## config.mk

```make
export PLATFORM = sky130hd
export DESIGN_NAME = acc_alu_flags
export DESIGN_NICKNAME = d
export VERILOG_FILES = /design/src/rtl/acc_alu_flags.sv
export SDC_FILE = /design/constraint.sdc
export NUM_CORES = 1
export LEC_CHECK = 0
export BUFFER_PORTS_ARGS = -buffer_cell sky130_fd_sc_hd__buf_2
export CORE_MARGIN = 5
export CORE_UTILIZATION = 40
export CTS_CLUSTER_DIAMETER = 200
export CTS_CLUSTER_SIZE = 8
export DETAILED_ROUTE_END_ITERATION = 16
export SLEW_MARGIN = 10
export SYNTH_ARGS = -nofsm -noshare
export SYNTH_HDL_FRONTEND = slang
export SYNTH_SLANG_ARGS = --single-unit
```

## constraint.sdc

```tcl
create_clock -name clk -period 0.8 [get_ports clk]
set_input_delay 0.08 -clock clk [delete_from_list [all_inputs] [get_ports clk]]
set_output_delay 0.08 -clock clk [all_outputs]
set_load 0.01 [all_outputs]
```

## src/rtl/acc_alu_flags.sv

```systemverilog
`timescale 1ns/1ps
module acc_alu_flags (
  input  logic       clk,
  input  logic       rst_n,
  input  logic       op_go,
  input  logic [2:0] op_sel,
  input  logic [7:0] acc_in,
  input  logic [7:0] opnd_in,
  input  logic       flg_z_in,
  input  logic       flg_n_in,
  input  logic       flg_h_in,
  input  logic       flg_c_in,
  output logic [7:0] acc_out,
  output logic       acc_wr,
  output logic       flg_z,
  output logic       flg_n,
  output logic       flg_h,
  output logic       flg_c
);
  localparam int DW = 8;
  localparam int NW = DW / 2;
  localparam logic [2:0] OP_ADD = 3'd0;
  localparam logic [2:0] OP_ADC = 3'd1;
  localparam logic [2:0] OP_SUB = 3'd2;
  localparam logic [2:0] OP_SBC = 3'd3;
  localparam logic [2:0] OP_CP  = 3'd4;
  localparam logic [2:0] OP_DAA = 3'd5;

  logic          is_sub, is_daa, op_ok, use_c, cin;
  logic [DW-1:0] bx;
  logic [NW:0]   lo_sum, hi_sum;
  logic [DW-1:0] ar_res;
  logic          ar_h, ar_c;

  assign is_sub = (op_sel == OP_SUB) || (op_sel == OP_SBC) || (op_sel == OP_CP);
  assign is_daa = (op_sel == OP_DAA);
  assign op_ok  = (op_sel <= OP_DAA);
  assign use_c  = ((op_sel == OP_ADC) || (op_sel == OP_SBC)) && flg_c_in;
  assign bx     = is_sub ? ~opnd_in : opnd_in;
  assign cin    = is_sub ? ~use_c : use_c;

  assign lo_sum = {1'b0, acc_in[NW-1:0]} + {1'b0, bx[NW-1:0]} + {{NW{1'b0}}, cin};
  assign hi_sum = {1'b0, acc_in[DW-1:NW]} + {1'b0, bx[DW-1:NW]} + {{NW{1'b0}}, lo_sum[NW]};
  assign ar_res = {hi_sum[NW-1:0], lo_sum[NW-1:0]};
  assign ar_h   = is_sub ? ~lo_sum[NW] : lo_sum[NW];
  assign ar_c   = is_sub ? ~hi_sum[NW] : hi_sum[NW];

  logic          lo_fix, hi_fix;
  logic [DW:0]   da_part;
  logic [DW-1:0] da_add, da_sub, da_res;
  logic          da_c;

  assign lo_fix  = flg_h_in || (acc_in[NW-1:0] > 4'd9);
  assign da_part = {1'b0, acc_in} + (lo_fix ? 9'h006 : 9'h000);
  assign hi_fix  = flg_c_in || (da_part > 9'h09F);
  assign da_add  = da_part[DW-1:0] + (hi_fix ? 8'h60 : 8'h00);
  assign da_sub  = acc_in - (flg_h_in ? 8'h06 : 8'h00) - (flg_c_in ? 8'h60 : 8'h00);
  assign da_res  = flg_n_in ? da_sub : da_add;
  assign da_c    = flg_n_in ? flg_c_in : hi_fix;

  logic [DW-1:0] res;
  assign res = is_daa ? da_res : ar_res;

  logic unused_z;
  assign unused_z = flg_z_in;

  always_ff @(posedge clk or negedge rst_n) begin
    if (!rst_n) begin
      acc_out <= '0;
      acc_wr  <= 1'b0;
      flg_z   <= 1'b0;
      flg_n   <= 1'b0;
      flg_h   <= 1'b0;
      flg_c   <= 1'b0;
    end else begin
      acc_wr <= op_go && op_ok && (op_sel != OP_CP);
      if (op_go && op_ok) begin
        flg_z <= (res == '0);
        flg_n <= is_daa ? flg_n_in : is_sub;
        flg_h <= is_daa ? 1'b0 : ar_h;
        flg_c <= is_daa ? da_c : ar_c;
        if (op_sel != OP_CP) acc_out <= res;
      end
    end
  end

  assert_add_clears_n_R1: assert property (@(posedge clk) disable iff (!rst_n)
    (op_go && (op_sel == OP_ADD || op_sel == OP_ADC)) |=> !flg_n);

  assert_sub_sets_n_R2: assert property (@(posedge clk) disable iff (!rst_n)
    (op_go && (op_sel == OP_SUB || op_sel == OP_SBC || op_sel == OP_CP)) |=> flg_n);

  assert_zero_flag_R3: assert property (@(posedge clk) disable iff (!rst_n)
    (op_go && op_sel <= OP_DAA && op_sel != OP_CP) |=> (flg_z == (acc_out == 8'h00)));

  assert_cp_no_write_R6: assert property (@(posedge clk) disable iff (!rst_n)
    (op_go && op_sel == OP_CP) |=> (!acc_wr && $stable(acc_out)));

  assert_daa_h_clear_R9: assert property (@(posedge clk) disable iff (!rst_n)
    (op_go && op_sel == OP_DAA) |=> !flg_h);

  assert_idle_hold_R10: assert property (@(posedge clk) disable iff (!rst_n)
    !op_go |=> (!acc_wr && $stable(acc_out) && $stable({flg_z, flg_n, flg_h, flg_c})));

  assert_reserved_R11: assert property (@(posedge clk) disable iff (!rst_n)
    (op_go && op_sel > OP_DAA) |=> (!acc_wr && $stable(acc_out) && $stable({flg_z, flg_n, flg_h, flg_c})));
endmodule

```

# After elaboration in Yosys (flattened, before gate mapping)
# Cells that the tools add are included.
# Widths: inputs -> output; s select.
dict set report op_classes {
  addsub 8
  eq_ne 6
  n_reduce_logical 10
  order_cmp 3
  bitwise 4
  muxes 14
}
# cell n
set op_table {}
lappend op_table {{$mux 8} 3}
lappend op_table {{$mux 7} 2}
lappend op_table {{$add 4x4->5} 2}
lappend op_table {{$add 5x1->5} 2}
lappend op_table {{$add 8x3->9} 1}
lappend op_table {{$gt 9x8->1 const B} 1}
lappend op_table {{$add 8x7->8} 1}
lappend op_table {{$logic_not 8->1} 1}
lappend op_table {{$not 8->8} 1}
lappend op_table {{$sub 8x3->8} 1}
lappend op_table {{$sub 8x7->8} 1}
lappend op_table {{$mux 1} 7}
lappend op_table {{$eq 3x2->1 const B} 2}
lappend op_table {{$eq 3x3->1 const B} 2}
lappend op_table {{$mux 3} 2}
lappend op_table {{$logic_or 1x1->1} 5}
lappend op_table {{$gt 4x4->1 const B} 1}
lappend op_table {{$eq 3x1->1 const B} 1}
lappend op_table {{$le 3x3->1 const B} 1}
lappend op_table {{$logic_and 1x1->1} 3}
lappend op_table {{$ne 3x3->1 const B} 1}
lappend op_table {{$not 1->1} 3}
lappend op_table {{$reduce_and 2->1} 1}
dict set report word_totals {
  inputBits 26
  ff_bits 13
  out_inout_bits 13
  wordCells 51
}

# Logic depth before layout (Yosys ltp)
dict set report logic_depth {
  depth_word 11
  ltp_mapped 19
  depth_no_buf 19
}

# Worst setup path after synthesis
# No wires, ideal clock.
dict set report synth_timing {
  path_kind {input-to-reg}
  startpoint {input port acc_in[1]}
  endpoint {register flg_z}
  arrival_time_ns 3.347
  required_ns 0.696
  cell_stages 19
  path_buffers 0
  slack_ns -2.651
  setup_ns 0.104
  cell_sequence {inv_1 ha_1 o21ai_0 a21o_1 ha_1 inv_1 fa_1 and3b_1 o2111ai_1 a21oi_1 or3_1 ha_1 inv_1 fa_1 xor2_1 and4_1 o211ai_1 nand3_1 o41ai_2}
}
dict set report synth_via {
  elab_chain_cells 11
  word_cells_on_any_way 16
  cone_classes {add/sub (7); order compare (2); mux (4); reduce/logical (3)}
}
# element line
set synth_lines {}
lappend synth_lines {{start: declaration} 7} ;# input logic [7:0] acc_in,
lappend synth_lines {{$gt 4x4->1} 53} ;# assign lo_fix = flg_h_in || (acc_in[NW-1:0] > 4'd9);
lappend synth_lines {{$logic_or 1x1->1} 53}
lappend synth_lines {{$mux 3} 54} ;# assign da_part = {1'b0, acc_in} + (lo_fix ? 9'h006 : 9'h000);
lappend synth_lines {{$add 8x3->9} 54}
lappend synth_lines {{$gt 9x8->1} 55} ;# assign hi_fix = flg_c_in || (da_part > 9'h09F);
lappend synth_lines {{$logic_or 1x1->1} 55}
lappend synth_lines {{$mux 7} 56} ;# assign da_add = da_part[DW-1:0] + (hi_fix ? 8'h60 : 8'h00);
lappend synth_lines {{$add 8x7->8} 56}
lappend synth_lines {{$mux 8} 58} ;# assign da_res = flg_n_in ? da_sub : da_add;
lappend synth_lines {{$mux 8 *} 62} ;# assign res = is_daa ? da_res : ar_res;
lappend synth_lines {{$logic_not 8->1 *} 78} ;# flg_z <= (res == '0);
lappend synth_lines {{end signal: assignment} 78}
lappend synth_lines {{end: declaration} 15} ;# output logic flg_z,
# Every way passes the cells marked *; elsewhere a longest branch is shown, timed or not.
# A chain may end at the register's enable or synchronous reset.

# Worst setup path after layout
dict set report layout_timing {
  startpoint {input port acc_in[1]}
  endpoint {register acc_out[7]}
}
dict set report layout_via {
  elab_chain_cells 10
  word_cells_on_any_way 15
  cone_classes {add/sub (7); order compare (2); mux (4); reduce/logical (2)}
}
# element line
set layout_lines {}
lappend layout_lines {{$gt 4x4->1} 53}
lappend layout_lines {{$logic_or 1x1->1} 53}
lappend layout_lines {{$mux 3} 54}
lappend layout_lines {{$add 8x3->9} 54}
lappend layout_lines {{$gt 9x8->1} 55}
lappend layout_lines {{$logic_or 1x1->1} 55}
lappend layout_lines {{$mux 7} 56}
lappend layout_lines {{$add 8x7->8} 56}
lappend layout_lines {{$mux 8} 58}
lappend layout_lines {{$mux 8 *} 62}
lappend layout_lines {{end signal: assignment} 82} ;# if (op_sel != OP_CP) acc_out <= res;
lappend layout_lines {{end: declaration} 13} ;# output logic [7:0] acc_out,
# Marked as above.

==> impl_metrics.py <==
metrics = {
    "outcome": {
        "violations": "setup timing",
        "outcome": "finished with violations",
    },
    "setup_path": {
        "required_ns": 0.93,
        "critical_path_class": "input pin to register",
        "cpMaxStageDelayCell": "fa_2",
        "crit_family": "adder cells",
        "crit_path_start_kind": "input pin",
        "cp_max_fo": 3,
        "r2r_setup_slack_ns": 0.01,
        "slowest_delay_ns": 0.35,
        "arrival_ns": 3.32,
        "path_cells": "buf_12 -> inv_12 -> ha_4 -> o21ai_2 -> a21o_1 -> ha_2 -> inv_2 -> fa_2 -> and3b_2 -> buf_4 -> buf_4 -> xnor2_1 -> ha_4 -> inv_2 -> fa_2 -> xor2_1 -> and4_1 -> o211ai_1 -> nand3_1 -> mux2_4",
        "path_buf_inv": 6,
        "end_kind": "register",
    },
    "sta": {
        "hold_violations": 0,
        "rsz0062_at_grt": "yes",
        "fin_crit_ns": 3.19,
        "clock.fmax_mhz": 314,
        "clock_skew_ns": 0,
        "fin_crit_sh_pct": 398,
        "maxSlewHeadroom_pct": 71.5,
        "tightest_slew_ns": 0.423,
        "report.final.slew_viol_count": 0,
        "fin_hold_ws_ns": 0.173,
        "worst_slack_ns": -2.39,
        "setup-tns-final_ns": -17.15,
        "finalSetupViolCount": 24,
    },
    "global_route": {
        "grt_usage_pct": 16.3,
        "antenna_found_initial": 0,
        "grt_pass1_wl_um": 8200,
        "grt.overflow.total": 0,
        "grt_max_degree": 14,
        "grt_pass1_vias": 1860,
    },
    "floorplan": {
        "die-area_mm2": 0.00602,
        "rows": 24,
        "start_util_pct": 41.7,
        "core_area_mm2": 0.00438,
        "die_y_um": 77.6,
        "dieWidth_um": 77.6,
        "pin_count": 39,
    },
    "layout": {
        "nFillCells": 376,
        "insertedDiodeCount": 0,
        "final_layout_size_suffix_gt1_share_pct": 52.5,
        "stdcell_count": 372,
        "synthToLayoutAreaGrowth_pct": 62.3,
        "nets": 374,
    },
    "pwr": {
        "comb_power_share_pct": 63.5,
        "switching_share_pct": 35.8,
        "vdd_ir_drop_max_mv": 0.665,
        "p_clk_share_pct": 14.4,
        "power_mw": 4.07,
        "p_switching_mw": 1.46,
        "p_leak_nw": 1.45,
        "p_int_mw": 2.61,
        "power_density_mw_per_mm2": 1370,
        "seqPwrFrac_pct": 22.2,
    },
    "yosys": {
        "synthFlopType": "dfrtp_1",
        "ys_types": 52,
        "syn-num-nets": 265,
        "ys_seq_area_share_pct": 17.8,
        "synthesis.instances": 212,
        "synthTopCellsByArea": "dfrtp_1, ha_1, fa_1",
        "syn_area_per_cell_um2": 8.62,
        "async_reset_ff_share_pct": 100,
        "ys_warn_count": 0,
        "yosysTopAreaCell": "dfrtp_1",
        "synthesis.area_mm2": 0.00183,
        "synth_top_area_share_pct": 17.8,
        "synth_edf_count": 0,
        "ys_ff_latch": 13,
    },
    "place": {
        "dpl.hpwl_um": 4090,
        "numPortBuffers": 37,
        "dp_cells": 354,
        "globalplace.congestion": 0.783,
    },
    "clocking": {
        "clockBufferDepth": 2,
        "cts_max_level": 1,
        "cts-root-buf": "clkbuf_8",
        "cts_made_buffers": 3,
        "clk_pin_slew_worst_paths_ns": 0.05,
        "cts_tree": "built",
        "numClockSinks": 13,
        "insertion_delay_ns": 0.24,
    },
    "route": {
        "dr.pass1.iters": 4,
        "drcViolationCount": 0,
        "drt_iter0_markers": 36,
        "vias": 1858,
        "post_drt_wl_per_cell_um": 13.4,
        "viasPerCell": 4.99,
        "postRouteAntennaNets": 0,
        "wl_um": 5000,
    },
    "worst_hold_path": {
        "hold_path.class": "input pin to register",
    },
    "job": {
        "maxCapViolations": 0,
    },
}
layout make-up:
type | count | area, um2 | area share, %
Clock buffer | 4 | 45.0 | 1.52
Sequential cell | 13 | 325 | 11.0
Timing Repair Buffer | 112 | 843 | 28.4
Multi-Input combinational cell | 166 | 1580 | 53.2
Inverter | 25 | 109 | 3.67
Tap cell | 52 | 65.1 | 2.19
metrics by stage:
stage          util [%]  setup slack [ns]  area [um2]
6_report           67.6             -2.39        2970
5_1_grt            67.6             -2.52        2970
4_1_cts            64.4             -2.32        2830
3_5_place_dp       58.2             -2.81        2550
3_3_place_gp       58.2             -2.73        2550
2_1_floorplan         -             -2.49        1920
cells in the final DEF, fill, tap and decap left out, types with 4 or more instances in the layout:
| cell type | netlist | routed |
|---|---|---|
| inv_1 | 25 | 18 |
| buf_8 | 0 | 4 |
| a21oi_2 | 0 | 6 |
| nand2b_1 | 4 | 4 |
| nand2_1 | 16 | 16 |
| xnor2_1 | 13 | 10 |
| buf_2 | 3 | 29 |
| xor2_1 | 7 | 6 |
| ha_4 | 0 | 4 |
| fa_2 | 0 | 6 |
| inv_2 | 0 | 5 |
| a21o_1 | 4 | 4 |
| o21ai_1 | 0 | 4 |
| buf_6 | 2 | 8 |
| nand3_1 | 4 | 4 |
| buf_4 | 0 | 69 |
| ha_1 | 21 | 16 |
| dfrtp_1 | 13 | 13 |
| nor2_1 | 11 | 9 |
power by group through the flow:
stage          clock network (mW)  logic [mW]  registers [mW]
3_3_place_gp                    0        2.00           0.901
2_1_floorplan                   0        1.12           0.985
6_report                    0.584        2.58           0.902
4_1_cts                     0.589        2.36           0.899
5_1_grt                     0.631        2.83           0.924
3_5_place_dp                    0        2.03           0.911
worst reg2reg max path: stages (launching register included):
cell and delay [ns]:
dfrtp_1 0.41, nor2_1 0.09, o22ai_1 0.08, o21a_1 0.10
registers in the layout, indices dropped and copies added (netlist names):
register  flops
acc_out       8
acc_wr        1
flg_c         1
flg_h         1
flg_n         1
flg_z         1
synthesized netlist by cell type, types with 4 or more instances:
master     n
inv_1     25
ha_1      21
nand2_1   16
dfrtp_1   13
xnor2_1   13
nor2_1    11
a21oi_1   10
o21ai_0    7
xor2_1     7
fa_1       6
a21o_1     4
nand2b_1   4
nand3_1    4
timing repair:
action	CTS	global route
setup buffers	9	7
resized for setup	40	19
pin swaps	25	11
hold buffers	1	0
endpoints found under the hold margin	13	0
endpoints found under the setup margin	24	25
worst paths after layout:
path,from,endpoint,depth (start not counted)
max in group asynchronous,rst_n,acc_out[4]$_DFFE_PN0P_,2
min in group asynchronous,rst_n,acc_out[7]$_DFFE_PN0P_,2
worst min-delay path,op_go,acc_wr$_DFF_PN0_,3
worst min register to register,flg_z$_DFFE_PN0P_,flg_z$_DFFE_PN0P_,2
worst max register to register,flg_n$_DFFE_PN0P_,flg_n$_DFFE_PN0P_,3
worst max-delay path,acc_in[1],acc_out[7]$_DFFE_PN0P_,20
routing by layer:
layer	vias up	share of wire [%]	global-route usage, %
li1	960	-	-
met1	856	47	21.6
met2	32	48	28.2
met3	10	3.1	1.39
met4	0	2.1	4.64
met5	-	0	0
logic make-up (layout without fill, tap and decap cells):
family	after synthesis	after routing	synth area share (%)
buf+inv	33	141	8.70
xor+xnor	20	20	9.59
simple gates	62	62	19.3
fa+ha+maj	27	27	21.0
compound gates	52	52	20.8
flops	13	13	17.8
mux	5	5	2.88
Power figures use the tool's default switching activity.
